===== src/rtl/pscan_pkg.sv =====
package pscan_pkg;
  typedef enum logic [2:0] {
    PH_IDLE,
    PH_FLUSH,
    PH_LOAD,
    PH_CAPT,
    PH_UNLOAD,
    PH_DONE
  } phase_e;
endpackage


===== src/rtl/pscan_rst_sync.sv =====
module pscan_rst_sync (
  input  logic clk,
  input  logic rst_n,
  output logic rst_n_sync
);
  logic [1:0] sync_q;

  always_ff @(posedge clk or negedge rst_n) begin
    if (!rst_n) sync_q <= 2'b00;
    else        sync_q <= {sync_q[0], 1'b1};
  end

  assign rst_n_sync = sync_q[1];
endmodule


===== src/rtl/pscan_fsm.sv =====
module pscan_fsm
  import pscan_pkg::*;
#(
  parameter int VEC_W = 8,
  parameter int LEN_W = 8
) (
  input  logic             clk,
  input  logic             rst_n,
  input  logic             start,
  input  logic [VEC_W-1:0] num_vec,
  input  logic [LEN_W-1:0] scan_len,
  output logic             start_ack,
  output logic             active,
  output logic             capture,
  output logic             in_flush,
  output logic             in_load,
  output logic             in_unload,
  output logic             flush_bit,
  output logic             done
);
  localparam int PH_W = LEN_W + 1;

  phase_e           state_q, state_d;
  logic [PH_W-1:0]  cnt_q, cnt_d;
  logic [VEC_W-1:0] vec_q, vec_d;
  logic [VEC_W-1:0] nvec_q, nvec_d;
  logic [LEN_W-1:0] len_q, len_d;

  logic [PH_W-1:0] flush_last;
  logic [PH_W-1:0] shift_last;
  logic            len_zero;
  logic            last_vec;

  assign flush_last = {1'b0, len_q} + PH_W'(3);
  assign shift_last = {1'b0, len_q} - PH_W'(1);
  assign len_zero   = (len_q == '0);
  assign last_vec   = (vec_q == nvec_q - VEC_W'(1));

  always_comb begin
    state_d   = state_q;
    cnt_d     = cnt_q;
    vec_d     = vec_q;
    nvec_d    = nvec_q;
    len_d     = len_q;
    start_ack = 1'b0;
    unique case (state_q)
      PH_IDLE: begin
        if (start) begin
          start_ack = 1'b1;
          nvec_d    = num_vec;
          len_d     = scan_len;
          cnt_d     = '0;
          vec_d     = '0;
          state_d   = PH_FLUSH;
        end
      end
      PH_FLUSH: begin
        if (cnt_q == flush_last) begin
          cnt_d = '0;
          if (nvec_q == '0) state_d = len_zero ? PH_DONE : PH_UNLOAD;
          else              state_d = len_zero ? PH_CAPT : PH_LOAD;
        end else begin
          cnt_d = cnt_q + PH_W'(1);
        end
      end
      PH_LOAD: begin
        if (cnt_q == shift_last) begin
          cnt_d   = '0;
          state_d = PH_CAPT;
        end else begin
          cnt_d = cnt_q + PH_W'(1);
        end
      end
      PH_CAPT: begin
        vec_d = vec_q + VEC_W'(1);
        if (last_vec) state_d = len_zero ? PH_DONE : PH_UNLOAD;
        else          state_d = len_zero ? PH_CAPT : PH_LOAD;
      end
      PH_UNLOAD: begin
        if (cnt_q == shift_last) begin
          cnt_d   = '0;
          state_d = PH_DONE;
        end else begin
          cnt_d = cnt_q + PH_W'(1);
        end
      end
      PH_DONE: state_d = PH_IDLE;
      default: state_d = PH_IDLE;
    endcase
  end

  always_ff @(posedge clk or negedge rst_n) begin
    if (!rst_n) begin
      state_q <= PH_IDLE;
      cnt_q   <= '0;
      vec_q   <= '0;
      nvec_q  <= '0;
      len_q   <= '0;
    end else begin
      state_q <= state_d;
      cnt_q   <= cnt_d;
      vec_q   <= vec_d;
      nvec_q  <= nvec_d;
      len_q   <= len_d;
    end
  end

  assign in_flush  = (state_q == PH_FLUSH);
  assign in_load   = (state_q == PH_LOAD);
  assign in_unload = (state_q == PH_UNLOAD);
  assign capture   = (state_q == PH_CAPT);
  assign active    = in_flush | in_load | in_unload | capture;
  assign flush_bit = cnt_q[1];
  assign done      = (state_q == PH_DONE);

  // Settings are frozen once a run is under way
  AST_SETTINGS_FROZEN: assert property (@(posedge clk) disable iff (!rst_n)
    (active && start) |=> ($stable(nvec_q) && $stable(len_q)));

  // Flush pattern has period four
  AST_FLUSH_PERIOD: assert property (@(posedge clk) disable iff (!rst_n)
    (in_flush && cnt_q >= PH_W'(4)) |-> (flush_bit == $past(flush_bit, 4)));

  // Capture never repeats unless the chain is empty
  AST_ONE_CAPTURE: assert property (@(posedge clk) disable iff (!rst_n)
    (capture && !len_zero) |=> !capture);
endmodule


===== src/rtl/pscan_cycle_ctr.sv =====
module pscan_cycle_ctr #(
  parameter int CNT_W = 18
) (
  input  logic             clk,
  input  logic             rst_n,
  input  logic             clear,
  input  logic             inc,
  output logic [CNT_W-1:0] count
);
  logic [CNT_W-1:0] cnt_q, cnt_d;

  always_comb begin
    cnt_d = cnt_q;
    if (clear)    cnt_d = '0;
    else if (inc) cnt_d = cnt_q + CNT_W'(1);
  end

  always_ff @(posedge clk or negedge rst_n) begin
    if (!rst_n) cnt_q <= '0;
    else        cnt_q <= cnt_d;
  end

  assign count = cnt_q;

  // Count holds outside active cycles
  AST_CNT_HOLD: assert property (@(posedge clk) disable iff (!rst_n)
    (!clear && !inc) |=> $stable(cnt_q));
endmodule


===== src/rtl/pscan_seq.sv =====
module pscan_seq #(
  parameter int VEC_W = 8,
  parameter int LEN_W = 8,
  localparam int CNT_W = VEC_W + LEN_W + 2
) (
  input  logic             clk,
  input  logic             rst_n,
  input  logic             start_i,
  input  logic [VEC_W-1:0] num_vec_i,
  input  logic [LEN_W-1:0] scan_len_i,
  input  logic             stim_bit_i,
  output logic             scan_clk_en_o,
  output logic             core_clk_en_o,
  output logic             tc_o,
  output logic             scan_in_o,
  output logic             done_o,
  output logic [CNT_W-1:0] cycle_cnt_o
);
  logic rst_n_int;
  logic start_ack, active, capture, in_flush, in_load, in_unload;
  logic flush_bit, done;

  pscan_rst_sync u_rst_sync (
    .clk       (clk),
    .rst_n     (rst_n),
    .rst_n_sync(rst_n_int)
  );

  pscan_fsm #(.VEC_W(VEC_W), .LEN_W(LEN_W)) u_fsm (
    .clk      (clk),
    .rst_n    (rst_n_int),
    .start    (start_i),
    .num_vec  (num_vec_i),
    .scan_len (scan_len_i),
    .start_ack(start_ack),
    .active   (active),
    .capture  (capture),
    .in_flush (in_flush),
    .in_load  (in_load),
    .in_unload(in_unload),
    .flush_bit(flush_bit),
    .done     (done)
  );

  pscan_cycle_ctr #(.CNT_W(CNT_W)) u_ctr (
    .clk  (clk),
    .rst_n(rst_n_int),
    .clear(start_ack),
    .inc  (active),
    .count(cycle_cnt_o)
  );

  assign scan_clk_en_o = active;
  assign core_clk_en_o = capture;
  assign tc_o          = in_flush | in_load | in_unload;
  assign scan_in_o     = (in_flush & flush_bit) | (in_load & stim_bit_i);
  assign done_o        = done;

  // Shift mode never clocks the unscanned flip-flops
  AST_SHIFT_GATES_CORE: assert property (@(posedge clk) disable iff (!rst_n_int)
    tc_o |-> (scan_clk_en_o && !core_clk_en_o));

  // Done is a single-cycle pulse
  AST_DONE_PULSE: assert property (@(posedge clk) disable iff (!rst_n_int)
    done_o |=> !done_o);

  // Done follows directly on an active cycle
  AST_DONE_AFTER_RUN: assert property (@(posedge clk) disable iff (!rst_n_int)
    $rose(done_o) |-> $past(scan_clk_en_o));

  // Unload drives zeros into the chain
  AST_UNLOAD_ZERO: assert property (@(posedge clk) disable iff (!rst_n_int)
    in_unload |-> !scan_in_o);
endmodule


===== config.mk =====
export PLATFORM = sky130hd
export DESIGN_NAME = pscan_seq
export DESIGN_NICKNAME = d
export VERILOG_FILES = /design/src/rtl/pscan_pkg.sv /design/src/rtl/pscan_rst_sync.sv /design/src/rtl/pscan_fsm.sv /design/src/rtl/pscan_cycle_ctr.sv /design/src/rtl/pscan_seq.sv
export SDC_FILE = /design/constraint.sdc
export NUM_CORES = 1
export LEC_CHECK = 0
export ABC_AREA = 1
export BUFFER_PORTS_ARGS = -buffer_cell sky130_fd_sc_hd__buf_2
export CAP_MARGIN = 40
export CORE_ASPECT_RATIO = 0.5
export CORE_MARGIN = 2
export CORE_UTILIZATION = 64
export DETAILED_ROUTE_END_ITERATION = 8
export PLACE_DENSITY = 0.86
export SYNTH_ARGS = -nofsm -noshare
export SYNTH_HDL_FRONTEND = slang
export SYNTH_HIERARCHICAL = 1
export SYNTH_SLANG_ARGS = --single-unit

===== constraint.sdc =====
create_clock -name clk -period 3.4 [get_ports clk]
set_input_delay 0.68 -clock clk [delete_from_list [all_inputs] [get_ports clk]]
set_output_delay 0.68 -clock clk [all_outputs]
set_load 0.005 [all_outputs]

Word level (Yosys, flattened, before mapping)
Index checks and enable logic that the tools add are counted.
{"block": "word_totals", "register_bits": 56, "wordCells": 61}
{"block": "classes", "n_reduce_logical": 11, "bitwise": 6, "eq_ne": 12, "n_mux": 19, "addsub": 6}
{"op": "$mux 18", "n": 2}
{"op": "$mux 9", "n": 3}
{"op": "$pmux 9 s3", "n": 1}
{"op": "$add 18x1->18 const B", "n": 1}
{"op": "$eq 9x9->1", "n": 2}
{"op": "$mux 3", "n": 6}
{"op": "$logic_not 8->1", "n": 2}
{"op": "$pmux 8 s2", "n": 1}
{"op": "$pmux 3 s5", "n": 1}
{"op": "$add 8x2->9 const B", "n": 1}
{"op": "$add 9x1->9 const B", "n": 1}
{"op": "$sub 8x1->9 const B", "n": 1}
{"op": "$add 8x1->8 const B", "n": 1}
{"op": "$eq 8x8->1", "n": 1}
{"op": "$mux 8", "n": 1}
{"op": "$sub 8x1->8 const B", "n": 1}
{"op": "$eq 3x2->1 const B", "n": 2}
{"op": "$eq 3x3->1 const B", "n": 2}
{"op": "$reduce_and 2->1", "n": 3}
{"op": "$mux 1", "n": 4}
{"op": "$ne 2x1->1 const B", "n": 2}
{"op": "$ne 2x2->1 const B", "n": 2}
{"op": "$or 1x1->1", "n": 4}
{"op": "$reduce_and 4->1", "n": 1}
{"op": "other kinds (6)", "n": 8}

Logic depth before layout (Yosys ltp)
{"block": "depth", "depth_word": 6, "depth_mapped": 15}

Cells and area by module
Netlist, hierarchy kept.
{"mod": "pscan_fsm", "instances": 1, "area_per_inst_um2": 2697.6, "seq_area_each_um2": 900.9, "cells_per_inst": 413}
{"mod": "pscan_cycle_ctr", "instances": 1, "area_per_inst_um2": 1054.8, "seq_area_each_um2": 450.4, "cells_per_inst": 144}
{"mod": "pscan_rst_sync", "instances": 1, "area_per_inst_um2": 53.8, "seq_area_each_um2": 50.0, "cells_per_inst": 3}
{"mod": "pscan_seq", "instances": 1, "area_per_inst_um2": 22.5, "seq_area_each_um2": 0.0, "cells_per_inst": 6}

Least setup slack after synthesis
No wires, ideal clock.
{"block": "synth_path", "path_kind": "input to register", "start": "input port start_i", "end": "register u_ctr.cnt_q[11] (netlist: u_ctr/count[11])", "cell_stages": 11, "slack_ns": 1.486, "path_buffers": 2, "arrival_time_ns": 1.795, "path_cell_list": "nand3_1 inv_1 buf_2 buf_2 inv_2 nand2_2 nand2_4 nor2_8 nand3_1 nand2_1 nor2_1"}
{"block": "synth_via", "elab_chain_len": 3}
{"item": "from (decl)", "line_no": "pscan_seq.sv:8", "text": "input logic start_i,"}
{"item": "$mux 1 (*)", "line_no": "pscan_fsm.sv:48", "text": "if (start) begin"}
{"item": "$mux 1 (*)", "line_no": "pscan_fsm.sv:46", "text": "unique case (state_q)"}
{"item": "via start_ack", "line_no": "pscan_seq.sv:20", "text": "logic start_ack, active, capture, in_flush, in_load, in_unload;"}
{"item": "$mux 18 / $reduce_bool 2->1 (equally long branches)"}
{"item": "to (signal assigned)", "line_no": "pscan_cycle_ctr.sv:20", "text": "else cnt_q <= cnt_d;"}
{"item": "to (decl)", "line_no": "pscan_cycle_ctr.sv:10", "text": "logic [CNT_W-1:0] cnt_q, cnt_d;"}
Mark *: on every way through the listed nets, which the timed path passes. The rest lies on a longest branch.
A chain may end at the register's enable or synchronous reset.

Worst setup path in the final report
{"block": "layout_path", "start": "register u_fsm.state_q[0]", "end": "output port scan_clk_en_o"}
{"block": "layout_via", "elab_chain_len": 4}
{"item": "from (decl)", "line_no": "pscan_fsm.sv:23", "text": "phase_e state_q, state_d;"}
{"item": "from (signal assigned)", "line_no": "pscan_fsm.sv:100", "text": "state_q <= state_d;"}
{"item": "$eq 3x1->1", "line_no": "pscan_fsm.sv:108", "text": "assign in_flush = (state_q == PH_FLUSH);"}
{"item": "via in_flush", "line_no": "pscan_seq.sv:20"}
{"item": "$or 1x1->1 (3 in a row)", "line_no": "pscan_fsm.sv:112", "text": "assign active = in_flush | in_load | in_unload | capture;"}
{"item": "to (decl)", "line_no": "pscan_seq.sv:12", "text": "output logic scan_clk_en_o,"}
The timed path passes the listed nets, and every way through them passes these cells.

==> impl_metrics.json <==
{
  "ys_top_cells_by_area": "dfrtp_1 37%, nand2_1 17%, nor2_1 8.0%, inv_1 6.6%, nand3_1 6.0%",
  "crit_chain": "inv_1 > nor3_2 > nor2_1 > nand2_1 > buf_2",
  "grtUsageTotal_pct": 27.8,
  "cpMaxStageDelayCell": "nor3_2",
  "seq_area_frac_synth_pct": 36.6,
  "yosysWarnings": 6,
  "grt_pass1_wl_um": 14600,
  "start_util_pct": 68.0,
  "layout_commonest_cell": "nand2_1",
  "worstMarginPinSlew_ps": 510,
  "clock-sinks": 56,
  "nFillCells": 454,
  "core_mm2": 0.00563,
  "setup_viol": 0,
  "layout_common_cells": "172 x nand2_1, 82 x nor2_1, 67 x inv_1",
  "grt_remaining_overflow": 0,
  "hold_class": "reg -> async",
  "synth_flop_cell": "dfrtp_1",
  "insertion_delay_ps": 300,
  "synthesis.nets": 592,
  "die_x_um": 113,
  "drive_gt1_share_pct": 14.8,
  "crit_fanout": 6,
  "max_slew_margin_pct": 65.8,
  "startpoint": "u_fsm/state_q[0]",
  "grt_pass1_vias": 3357,
  "cts_tree": "done",
  "cts_root_buf": "clkbuf_16",
  "setup-tns-final_ps": 0,
  "worst_ir_drop_vdd_mv": 0.358,
  "vias": 3645,
  "cp.arrival_ps": 1800,
  "drc": 0,
  "min_period_over_period_pct": 73.1,
  "avgSynthCellArea_um2": 6.76,
  "rows": 19,
  "via_per_inst": 5.34,
  "p_leak_nw": 2.28,
  "syn_inst": 566,
  "dp_hpwl_um": 6460,
  "syn_to_final_growth_pct": 10.8,
  "powerDensity_mw_per_mm2": 847,
  "clock_skew_ps": 7.14,
  "reg2reg_from": "u_fsm/len_q[0]",
  "wl_um": 8590,
  "cts_buffer_depth": 2,
  "rsz0062_at_grt": "no",
  "routabilityCongestion": 0.967,
  "first_iter_violations": 231,
  "status": "completed",
  "post-synth-top-area-cell": "dfrtp_1",
  "synth-seq-cells": 56,
  "cts_resized": 0,
  "ys_types": 37,
  "fp.dieH_um": 58.7,
  "synth_top_area_share_pct": 36.6,
  "cts-hold-fix-buffers": 0,
  "postCtsSetupBuffers": 0,
  "n_antenna_cell": 0,
  "cts_max_level": 2,
  "detail_route.wl_per_cell_um": 12.6,
  "fmax_mhz": 402,
  "reg2reg_depth": 13,
  "critical_path_class": "reg -> out",
  "cts_buffers": 5,
  "port_buffers": 42,
  "cap_violations": 0,
  "end_kind": "primary output",
  "io-pin-count": 43,
  "fin_crit_ps": 2480,
  "detail-route-antenna-nets": 0,
  "finalNetCount": 634,
  "hold_violations": 0,
  "worstPathRequired_ps": 2720,
  "async_reset_ff_share_pct": 100,
  "syn_area_mm2": 0.00383,
  "grt_start_max_net_pins": 31,
  "power_mw": 3.59,
  "dr.pass1.iters": 5,
  "clkTransAtPathRegs_ps": 80,
  "start_kind": "flip-flop",
  "slew_viol_final": 0,
  "antenna_found_initial": 0,
  "synth_edf_count": 0,
  "r2r_slack_ps": 1180,
  "die-area_mm2": 0.00665,
  "r2r_end": "u_fsm/cnt_q[7]",
  "max_stage_delay_ps": 410
}
-- state kept, by name, indices dropped and copies added, names as in the netlist --
name,cells
u_fsm/state_q,3
u_fsm/nvec_q,8
u_rst_sync/sync_q,2
u_fsm/len_q,8
u_fsm/vec_q,8
u_fsm/cnt_q,9
u_ctr/count,18
-- report_power, final --
| part | total [mW] | switching, mW | leakage [nW] | internal (mW) |
|---|---|---|---|---|
| Clock | 0.541 | 0.260 | 0.0719 | 0.280 |
| Combinational | 1.87 | 1.22 | 1.47 | 0.658 |
| Sequential | 1.18 | 0.310 | 0.733 | 0.868 |
-- worst max-delay path by stage --
stage                      end  slack (ps)
6_report         scan_clk_en_o         920
5_1_grt          scan_clk_en_o         730
4_1_cts          scan_clk_en_o         920
3_5_place_dp    u_fsm/cnt_q[4]        1270
3_3_place_gp     scan_clk_en_o        1290
2_1_floorplan  u_ctr/count[11]        1490
-- metrics by stage --
step	cells	utilization (%)	setup WS [ps]	area [um^2]	hold slack, ps
5_1_grt	682	75.3	727	4240	146
3_3_place_gp	673	72.2	1290	4070	336
3_5_place_dp	674	72.6	1270	4090	148
2_1_floorplan	566	-	1490	3830	331
6_report	682	75.3	915	4240	139
4_1_cts	682	75.3	920	4240	147
-- synth_stat cells, types with 2 or more instances --
cell type,count
a21oi_1,14
buf_2,5
buf_6,3
dfrtp_1,56
ha_1,6
inv_1,67
inv_2,7
nand2_1,172
nand2_2,6
nand2_4,2
nand3_1,46
nand4_1,9
nor2_1,82
nor2_2,7
nor2_4,6
nor3_1,6
nor3_2,2
nor3b_1,2
o21ai_0,26
o21ai_1,11
xnor2_1,6
xor2_1,10
-- cell families after synthesis --
family                     share of synthesized area [%]
muxes                                              0.294
adders and majority gates                           1.96
other                                             0.0979
AOI/OAI and AO/OA                                   7.75
xor gates and xnor gates                            3.66
DFF                                                 36.6
and+or+nand+nor                                     40.2
buffers and inverters                               9.44
-- area by class of cell --
| class | instances | area, um^2 | share of cell area (%) |
|---|---|---|---|
| sequential | 56 | 1400 | 33.1 |
| timing repair buffer | 46 | 253 | 5.96 |
| inverter | 74 | 278 | 6.55 |
| multi-input combinational | 425 | 2070 | 48.7 |
| clock inverter | 3 | 27.5 | 0.649 |
| clock buffer | 5 | 125 | 2.95 |
| tap | 73 | 91.3 | 2.15 |
-- layer usage --
layer | routed length [um] | vias to the layer above | global-route usage, %
met5 | 0 | - | 0
met4 | 149 | 0 | 9.23
met3 | 528 | 21 | 5.36
met2 | 4070 | 111 | 48.5
met1 | 3850 | 1652 | 36.0
li1 | - | 1861 | -
-- worst max-delay path, delay by kind of cell, from the launching register on --
family,cells,cell delay [ps]
simple gates,3,820
flops,1,400
buf+inv,2,270
No activity file was read; power rests on OpenSTA's default activity.
